<file path="src/rtl/tw_rx.sv">
module tw_rx #(
  parameter int BYTE_W  = 8,
  parameter int LEN_W   = 3,
  parameter int FMT_BIT = 3
) (
  input  logic              clk,
  input  logic              rst_n,
  input  logic              rx_en_i,
  input  logic              link_clk_i,
  input  logic              link_data_i,
  output logic              link_ack_o,
  output logic [BYTE_W-1:0] byte_o,
  output logic              byte_valid_o,
  output logic              byte_last_o,
  output logic              err_abort_o,
  output logic              err_format_o,
  output logic              err_parity_o,
  output logic              err_frame_o
);
  localparam int BC_W = $clog2(BYTE_W);
  localparam logic [BC_W-1:0] LAST_BIT = BC_W'(BYTE_W - 1);

  typedef enum logic [2:0] {S_IDLE, S_COMMIT, S_BITS, S_PAR, S_STOP} st_t;

  st_t               st;
  logic              clk_q, par, hdr;
  logic [BC_W-1:0]   bitn;
  logic [LEN_W-1:0]  left;
  logic [BYTE_W-1:0] sh;

  wire fall = clk_q & ~link_clk_i;
  wire rise = ~clk_q & link_clk_i;
  wire [BYTE_W-1:0] nsh = {link_data_i, sh[BYTE_W-1:1]};

  assign byte_o = sh;

  always_ff @(posedge clk or negedge rst_n) begin
    if (!rst_n) begin
      st <= S_IDLE;
      clk_q <= 1'b1;
      link_ack_o <= 1'b1;
      sh <= '0;
      bitn <= '0;
      left <= '0;
      hdr <= 1'b0;
      par <= 1'b0;
      byte_valid_o <= 1'b0;
      byte_last_o <= 1'b0;
      err_abort_o <= 1'b0;
      err_format_o <= 1'b0;
      err_parity_o <= 1'b0;
      err_frame_o <= 1'b0;
    end else begin
      clk_q <= link_clk_i;
      byte_valid_o <= 1'b0;
      byte_last_o <= 1'b0;
      case (st)
        S_IDLE: if (fall && rx_en_i) begin
          link_ack_o <= 1'b0;
          st <= S_COMMIT;
        end
        S_COMMIT: if (rise) begin
          link_ack_o <= 1'b1;
          if (!link_data_i) begin
            st <= S_BITS;
            bitn <= '0;
            hdr <= 1'b1;
            par <= 1'b0;
          end else begin
            err_abort_o <= 1'b1;
            st <= S_IDLE;
          end
        end
        S_BITS: if (fall || rise) begin
          link_ack_o <= ~link_ack_o;
          sh <= nsh;
          par <= par ^ link_data_i;
          bitn <= bitn + 1'b1;
          if (bitn == LAST_BIT) begin
            if (hdr) begin
              hdr <= 1'b0;
              if (!nsh[FMT_BIT]) begin
                err_format_o <= 1'b1;
                st <= S_IDLE;
              end else begin
                byte_valid_o <= 1'b1;
                byte_last_o <= (nsh[LEN_W-1:0] == '0);
                left <= nsh[LEN_W-1:0];
                if (nsh[LEN_W-1:0] == '0) st <= S_PAR;
              end
            end else begin
              byte_valid_o <= 1'b1;
              byte_last_o <= (left == LEN_W'(1));
              left <= left - 1'b1;
              if (left == LEN_W'(1)) st <= S_PAR;
            end
          end
        end
        S_PAR: if (fall) begin
          if (link_data_i != par) err_parity_o <= 1'b1;
          link_ack_o <= 1'b0;
          st <= S_STOP;
        end
        S_STOP: if (rise) begin
          if (!link_data_i) err_frame_o <= 1'b1;
          link_ack_o <= 1'b1;
          st <= S_IDLE;
        end
        default: st <= S_IDLE;
      endcase
    end
  end
endmodule

</file>
<file path="config.mk">
export PLATFORM = sky130hd
export DESIGN_NAME = tw_rx
export DESIGN_NICKNAME = d
export VERILOG_FILES = /design/src/rtl/tw_rx.sv
export SDC_FILE = /design/constraint.sdc
export NUM_CORES = 1
export LEC_CHECK = 0
export CORE_ASPECT_RATIO = 1.1
export CORE_MARGIN = 2
export CORE_UTILIZATION = 45
export CTS_BUF_LIST = sky130_fd_sc_hd__clkbuf_8
export DETAILED_ROUTE_END_ITERATION = 12
export GPL_TIMING_DRIVEN = 0
export PLACE_DENSITY = 0.71
export SKIP_CTS_REPAIR_TIMING = 1
export SYNTH_ARGS = -nofsm -noshare
export SYNTH_HDL_FRONTEND = slang
export SYNTH_SLANG_ARGS = --single-unit
</file>
<file path="constraint.sdc">
create_clock -name clk -period 1.8 [get_ports clk]
set_input_delay 0.36 -clock clk [delete_from_list [all_inputs] [get_ports clk]]
set_output_delay 0.36 -clock clk [all_outputs]
set_load 0.01 [all_outputs]
</file>
==> results of run 1 <==
==> placed cells by master, fill, tap and decap left out, types with 2 or more instances in the layout <==
master           instances
nor3_1                   3
dfstp_2                  2
mux2i_1                  2
nand2b_1                 4
buf_6                    3
ha_1                     4
nor2b_1                  5
a211oi_1                 2
o21bai_1                 4
inv_1                    8
o21ai_1                  5
clkdlybuf4s50_1         17
buf_4                    3
a21oi_1                  3
nor2_1                   7
nor2b_4                  2
nand2_1                 36
clkbuf_8                 3
a31oi_1                  2
dfrtp_1                 25
nand4b_1                 2
o21ai_0                  4
clkbuf_1                 2
==> logic make-up after synthesis <==
family	count (synthesis)	share of synthesized area
adder cells (fa/ha/maj)	6	0.05386
flip-flops	27	0.4865
buffers and inverters	14	0.04847
AND/OR/NAND/NOR	69	0.2558
AO/OA/AOI/OAI	29	0.1409
multiplexers	2	0.01436
==> state kept, by name, indices dropped and copies added, names as in the netlist, 3 cells and up <==
| register | count |
|---|---|
| bitn | 3 |
| byte_o | 8 |
| left | 3 |
| st | 3 |
==> through the flow <==
stage | cells | instance area, sq um | hold WS, ns | utilization
after floorplan | 147 | 1394 | 0.06441 | -
after detailed placement | 200 | 1627 | 0.4573 | 0.5430
after global routing | 207 | 1738 | 0.1252 | 0.5802
after CTS | 204 | 1673 | 0.4812 | 0.5585
final | 207 | 1738 | 0.08159 | 0.5802
after global placement | 200 | 1627 | 0.4500 | 0.5430
==> layout make-up <==
class                           instances  area, sq um
Clock buffer                            3        41.29
Inverter                                8        30.03
Sequential cell                        27        678.2
Fill cell                             270         1257
Tap cell                               34        42.54
Buffer                                  6        46.29
Timing Repair Buffer                   22        210.2
Multi-Input combinational cell        106        684.4
Clock inverter                          1        5.005
==> power by group through the flow <==
stage               sequential [uW]  combinational, uW  clock [uW]
floorplan                       962                587           0
global placement                924                954           0
detailed placement              934                985           0
CTS                             923                990         361
global route                    950               1140         386
finish                          923               1020         351
==> how the worst min path moves through the flow <==
stage                  endpoint  slack (ns)  depth (start not counted)
floorplan               bitn[0]        0.06                          0
global placement    err_abort_o        0.45                          1
detailed placement  err_abort_o        0.46                          1
CTS                 err_abort_o        0.48                          1
global route          byte_o[6]        0.13                          1
finish              byte_last_o        0.08                          1
==> layer usage <==
metal | vias up | track usage | wire length (microns)
met5 | - | 0 | 0
met3 | 5 | 0.02692 | 80
met2 | 18 | 0.2787 | 1358
met4 | 0 | 0.06977 | 48
met1 | 529 | 0.2296 | 1248
li1 | 549 | - | -
==> metrics.md, run 1 <==
| Metric | Value |
|---|---|
| Crit-path max FO | `3` |
| Worst Setup SP | `link_ack_o` |
| Ys Warns | `0` |
| CTS sink count | `27` |
| Chip height | `62.37 microns` |
| Crit path capture | `link_ack_o` |
| Mapped Area | `1394 sq um` |
| # nets final | `185` |
| WP buf/inv | `1` |
| Final WS setup | `0.08695 ns` |
| Finish-stage setup viols | `0` |
| Pwr Density | `1319 nW/um^2` |
| Mean Syn Cell Area | `9.482 sq um` |
| Die area | `3559 sq um` |
| Ys flop type | `dfrtp_1` |
| First-pass GRT wire length | `4940 microns` |
| Grt ovf | `0` |
| Setup slack, reg-to-reg | `0.11 ns` |
| Unrepaired setup endpoints after global routing | `false` |
| Vias in the first global route | `1110` |
| Relative slew margins | `0.5965` |
| Initial antenna violation count | `0` |
| Crit path time final | `1.713 ns` |
| Clk_skew | `0.004158 ns` |
| Vias per inst | `5.319` |
| Fraction of layout cells with a size suffix above 1 | `0.1503` |
| Fraction of registers with async set or reset after synthesis | `1.000` |
| FMAX | `0.5838 GHz` |
| CP cell instances | `clkdlybuf4s50_1` |
| Net Switching | `827.9 uW` |
| Worst r2r src | `clk_q` |
| Leakage | `0.0008162 uW` |
| Num CTS Buffers | `3` |
| Crit share post-route | `0.9517` |
| Pin count of the biggest net entering global routing | `28` |
| Ports | `20` |
| Setup crit start kind | `flop` |
| Setup CP Type | `reg -> out` |
| CP required | `1.44 ns` |
| Worst Reg2Reg Path Length in Cells | `5` |
| Sequential Power Share | `0.403` |
| Pre-CTS WS | `-0.6070 ns` |
| Number of flops mapped to enable cells by yosys | `0` |
| Area growth syn-to-layout | `24.69%` |
| Worst min-delay path category | `in -> async` |
| Clk_lat worst skew | `0.28 ns` |
| Mapped Cells | `147` |
| VDD IR-drop max | `0.7751 mV` |
| Avg WL per Cell | `13.22 microns` |
| Post-route setup TNS | `0 ns` |
| Worst path top cell family by delay | `flip-flops` |
| H-tree depth reported by CTS | `1` |
| Post-synth top area cell | `dfrtp_1` |
| Total GRT Usage | `0.1723` |
| Vias | `1101` |
| CP Depth | `1` |
| Synth cell types | `36` |
| DR DRC count | `0` |
| Number of synthesized register bits | `27` |
| Max clock buf depth | `2` |
| N_diodes | `0` |
| Reg-to-reg endpoint | `st[1]` |
| Reg clk slew, reported paths | `0.09 ns` |
| Max incr delay on CP | `0.55 ns` |
| Pint | `1465 uW` |
| Slew Viols, Final | `0` |
| Post-detail-place hpwl | `1949 microns` |
| Max cap viols | `0` |
| Ranking of synthesized cells by area | `dfrtp_1, nand2_1, ha_1, dfstp_2, nor2b_1` |
| Placer's final routability congestion estimate | `0.8434` |
| Cell with the most instances after synthesis | `nand2_1` |
| Tot Pwr | `2293 uW` |
| Hold Violations, Final | `0` |
| Arrival time worst endpoint | `1.35 ns` |
| CP Capture Type | `primary output` |
| Drt pass-1 iters | `4` |
| Synth top cells by count | `nand2_1, dfrtp_1, inv_1` |
| Top cell type's share of synthesized area | `0.4488` |
| Slew @ Worst Pin | `0.6052 ns` |
| Final WL | `2736 microns` |
| CP max-delay cell | `dfstp_2` |
| Net Count, Synth | `158` |
| Post-route ant nets | `0` |
| Clock power share | `0.153` |
| IO Port Bufs | `19` |
| CTS Root Cell | `clkbuf_8` |
| Die Wd | `57.07 microns` |
| Outcome | `complete, no violations` |
| DRT iter0 DRCs | `23` |
| CTS tree | `built` |
| Core Area | `2995 sq um` |
| Starting Density | `0.4653` |
| Site row count | `21` |
| Sequential cell area fraction in the yosys report | `0.4865` |
| Switching Fraction | `0.3611` |
| Logic pwr share | `0.444` |
Power figures use the tool's default switching activity.
==> inputs of run 2 (changes only) <==
Settings changed: CORE_ASPECT_RATIO 1.1 to 0.6, SLEW_MARGIN from default to 25.
==> run 2 against run 1 <==
Non-clock buffer count unchanged; global-route usage rose by 1.5 points; total power rose by 1.8%; register-to-register slack is essentially flat; flip-flop and latch count did not move; hold slack worse by 0.0040 ns; routed wire length is 12% higher; via count increased by 2.5%; utilization grew 2.1 points; critical endpoint unchanged.
==> metrics.md, run 2 (synthesis gave the netlist of run 1 again) <==
| Metric | Value |
|---|---|
| CP cell instances | `clkdlybuf4s50_1` |
| Final instance area | `1748 sq um (+0.58%)` |
| N_diodes | `0 (unchanged)` |
| Fill count | `247 (-8.5%)` |
| CTS tree | `built` |
| Crit path time final | `1.749 ns (+0.03607 ns)` |
| Worst r2r src | `clk_q` |
| Initial antenna violation count | `0 (unchanged)` |
| Hold Violations, Final | `0 (unchanged)` |
| Site row count | `15 (-29%)` |
| FMAX | `0.5717 GHz (-2.1%)` |
| Core Area | `2909 sq um (-2.9%)` |
| Fraction of layout cells with a size suffix above 1 | `0.1503 (unchanged)` |
| Sequential Power Share | `0.404 (about the same)` |
| Clk_lat worst skew | `0.28 ns (about the same)` |
| DR DRC count | `0 (unchanged)` |
| Ports | `20 (unchanged)` |
| Chip height | `47.11 microns (-24%)` |
| Arrival time worst endpoint | `1.39 ns (+0.04 ns)` |
| WP buf/inv | `1 (unchanged)` |
| Pwr Density | `1335 nW/um^2 (+1.2%)` |
| First-pass GRT wire length | `4836 microns (-2.1%)` |
| Vias | `1129 (+2.5%)` |
| Setup CP Type | `reg -> out` |
| Die Wd | `75.85 microns (+33%)` |
| CP Capture Type | `primary output` |
| Logic pwr share | `0.446 (+0.002)` |
| CTS Root Cell | `clkbuf_8` |
| Reg clk slew, reported paths | `0.10 ns (about the same)` |
| Final WS setup | `0.05088 ns (-0.03607 ns)` |
| H-tree depth reported by CTS | `1 (unchanged)` |
| Starting Density | `0.4791 (+0.01381)` |
| Leakage | `0.0008185 uW (+0.29%)` |
| Post-detail-place hpwl | `2110 microns (+8.3%)` |
| Slew Viols, Final | `0 (unchanged)` |
| Switching Fraction | `0.3718 (+0.01069)` |
| Placed instance area | `1632 sq um (+0.31%)` |
| Total GRT Usage | `0.1877 (+0.01544)` |
| Fin cells | `215 (+3.9%)` |
| Max reg flops | `8 (unchanged)` |
| Die area | `3573 sq um (+0.40%)` |
| Commonest non-fill, non-tap cell in the layout | `nand2_1` |
| VDD IR-drop max | `0.7733 mV (-0.23%)` |
| Vias in the first global route | `1046 (-5.8%)` |
| Post-route setup TNS | `0 ns (unchanged)` |
| Num CTS Buffers | `3 (unchanged)` |
| Worst min-delay path category | `in -> async` |
| Pint | `1466 uW (about the same)` |
| # nets final | `185 (unchanged)` |
| CTS sink count | `27 (unchanged)` |
| Crit share post-route | `0.9717 (+0.02004)` |
| Clk_skew | `0.005646 ns (+0.001488 ns)` |
| Pre-CTS WS | `-0.6561 ns (-0.04913 ns)` |
| Area growth syn-to-layout | `25.40%` |
| Worst path top cell family by delay | `flip-flops` |
| Crit-path max FO | `3 (unchanged)` |
| Most frequent cells in the layout | `nand2_1, dfrtp_1, clkdlybuf4s50_1` |
| Unrepaired setup endpoints after global routing | `false` |
| Tot Pwr | `2333 uW (+1.8%)` |
| Vias per inst | `5.251 (-1.3%)` |
| Clock power share | `0.151 (-0.002)` |
| Relative slew margins | `0.5996 (+0.003047)` |
| IO Port Bufs | `19 (unchanged)` |
| Drt pass-1 iters | `4 (unchanged)` |
| Pin count of the biggest net entering global routing | `28 (unchanged)` |
| Max incr delay on CP | `0.57 ns (+0.02 ns)` |
| Post-route ant nets | `0 (unchanged)` |
| Outcome | `complete, no violations` |
| Cells after DPL | `208 (+4.0%)` |
| Finish-stage setup viols | `0 (unchanged)` |
| Max clock buf depth | `2 (unchanged)` |
| Slew @ Worst Pin | `0.6007 ns (-0.004571 ns)` |
| CP required | `1.44 ns (about the same)` |
| Avg WL per Cell | `14.22 microns (+7.6%)` |
| Final WL | `3057 microns (+12%)` |
| Net Switching | `867.6 uW (+4.8%)` |
| CP max-delay cell | `dfstp_2` |
| Max cap viols | `0 (unchanged)` |
| DRT iter0 DRCs | `50 (+120%)` |
| Placer's final routability congestion estimate | `0.8471 (+0.44%)` |
| Worst Setup SP | `link_ack_o` |
| Grt ovf | `0 (unchanged)` |
| Setup crit start kind | `flop` |
==> run 2: power groups by stage <==
stage	Sequential (uW)	Combinational (uW)	Clock [uW]
after floorplan	962	587	0
after global placement	924	956	0
after detailed placement	939	995	0
after CTS	933	999	359
after global routing	962	1140	381
final	942	1040	352
==> run 2: final timing paths <==
kind | to | slack, ns | cells past startpoint
max reg2reg | st[1] | 0.12 | 5
min | err_parity_o | 0.08 | 1
max | link_ack_o | 0.05 | 1
min in group clk | clk_q | 0.24 | 1
min reg2reg | err_abort_o | 0.48 | 1
max in group asynchronous | par | 1.33 | 1
==> run 2: cell type report <==
class	instances	area, sq um	area share
well taps	42	52.55	0.03006
flip-flops and latches	27	678.2	0.3880
plain buffers	6	42.54	0.02434
repair buffers	22	210.2	0.1203
clock inverters	1	3.754	0.002147
clock buffers	3	41.29	0.02362
inverters	8	30.03	0.01718
multi-input cells	106	689.4	0.3944
==> run 2: layer usage <==
layer | routed length [microns] | GRT usage
met3 | 156 | 0.05794
met2 | 1426 | 0.2862
met5 | 0 | 0
met1 | 1441 | 0.2594
met4 | 33 | 0.05965
==> run 2: stage by stage <==
stage                     hold slack (ns)  utilization
final                             0.07763       0.6009
after global routing               0.1159       0.6009
after CTS                          0.1020       0.5763
after detailed placement           0.4067       0.5609
after global placement             0.4510       0.5626
after floorplan                   0.06441            -
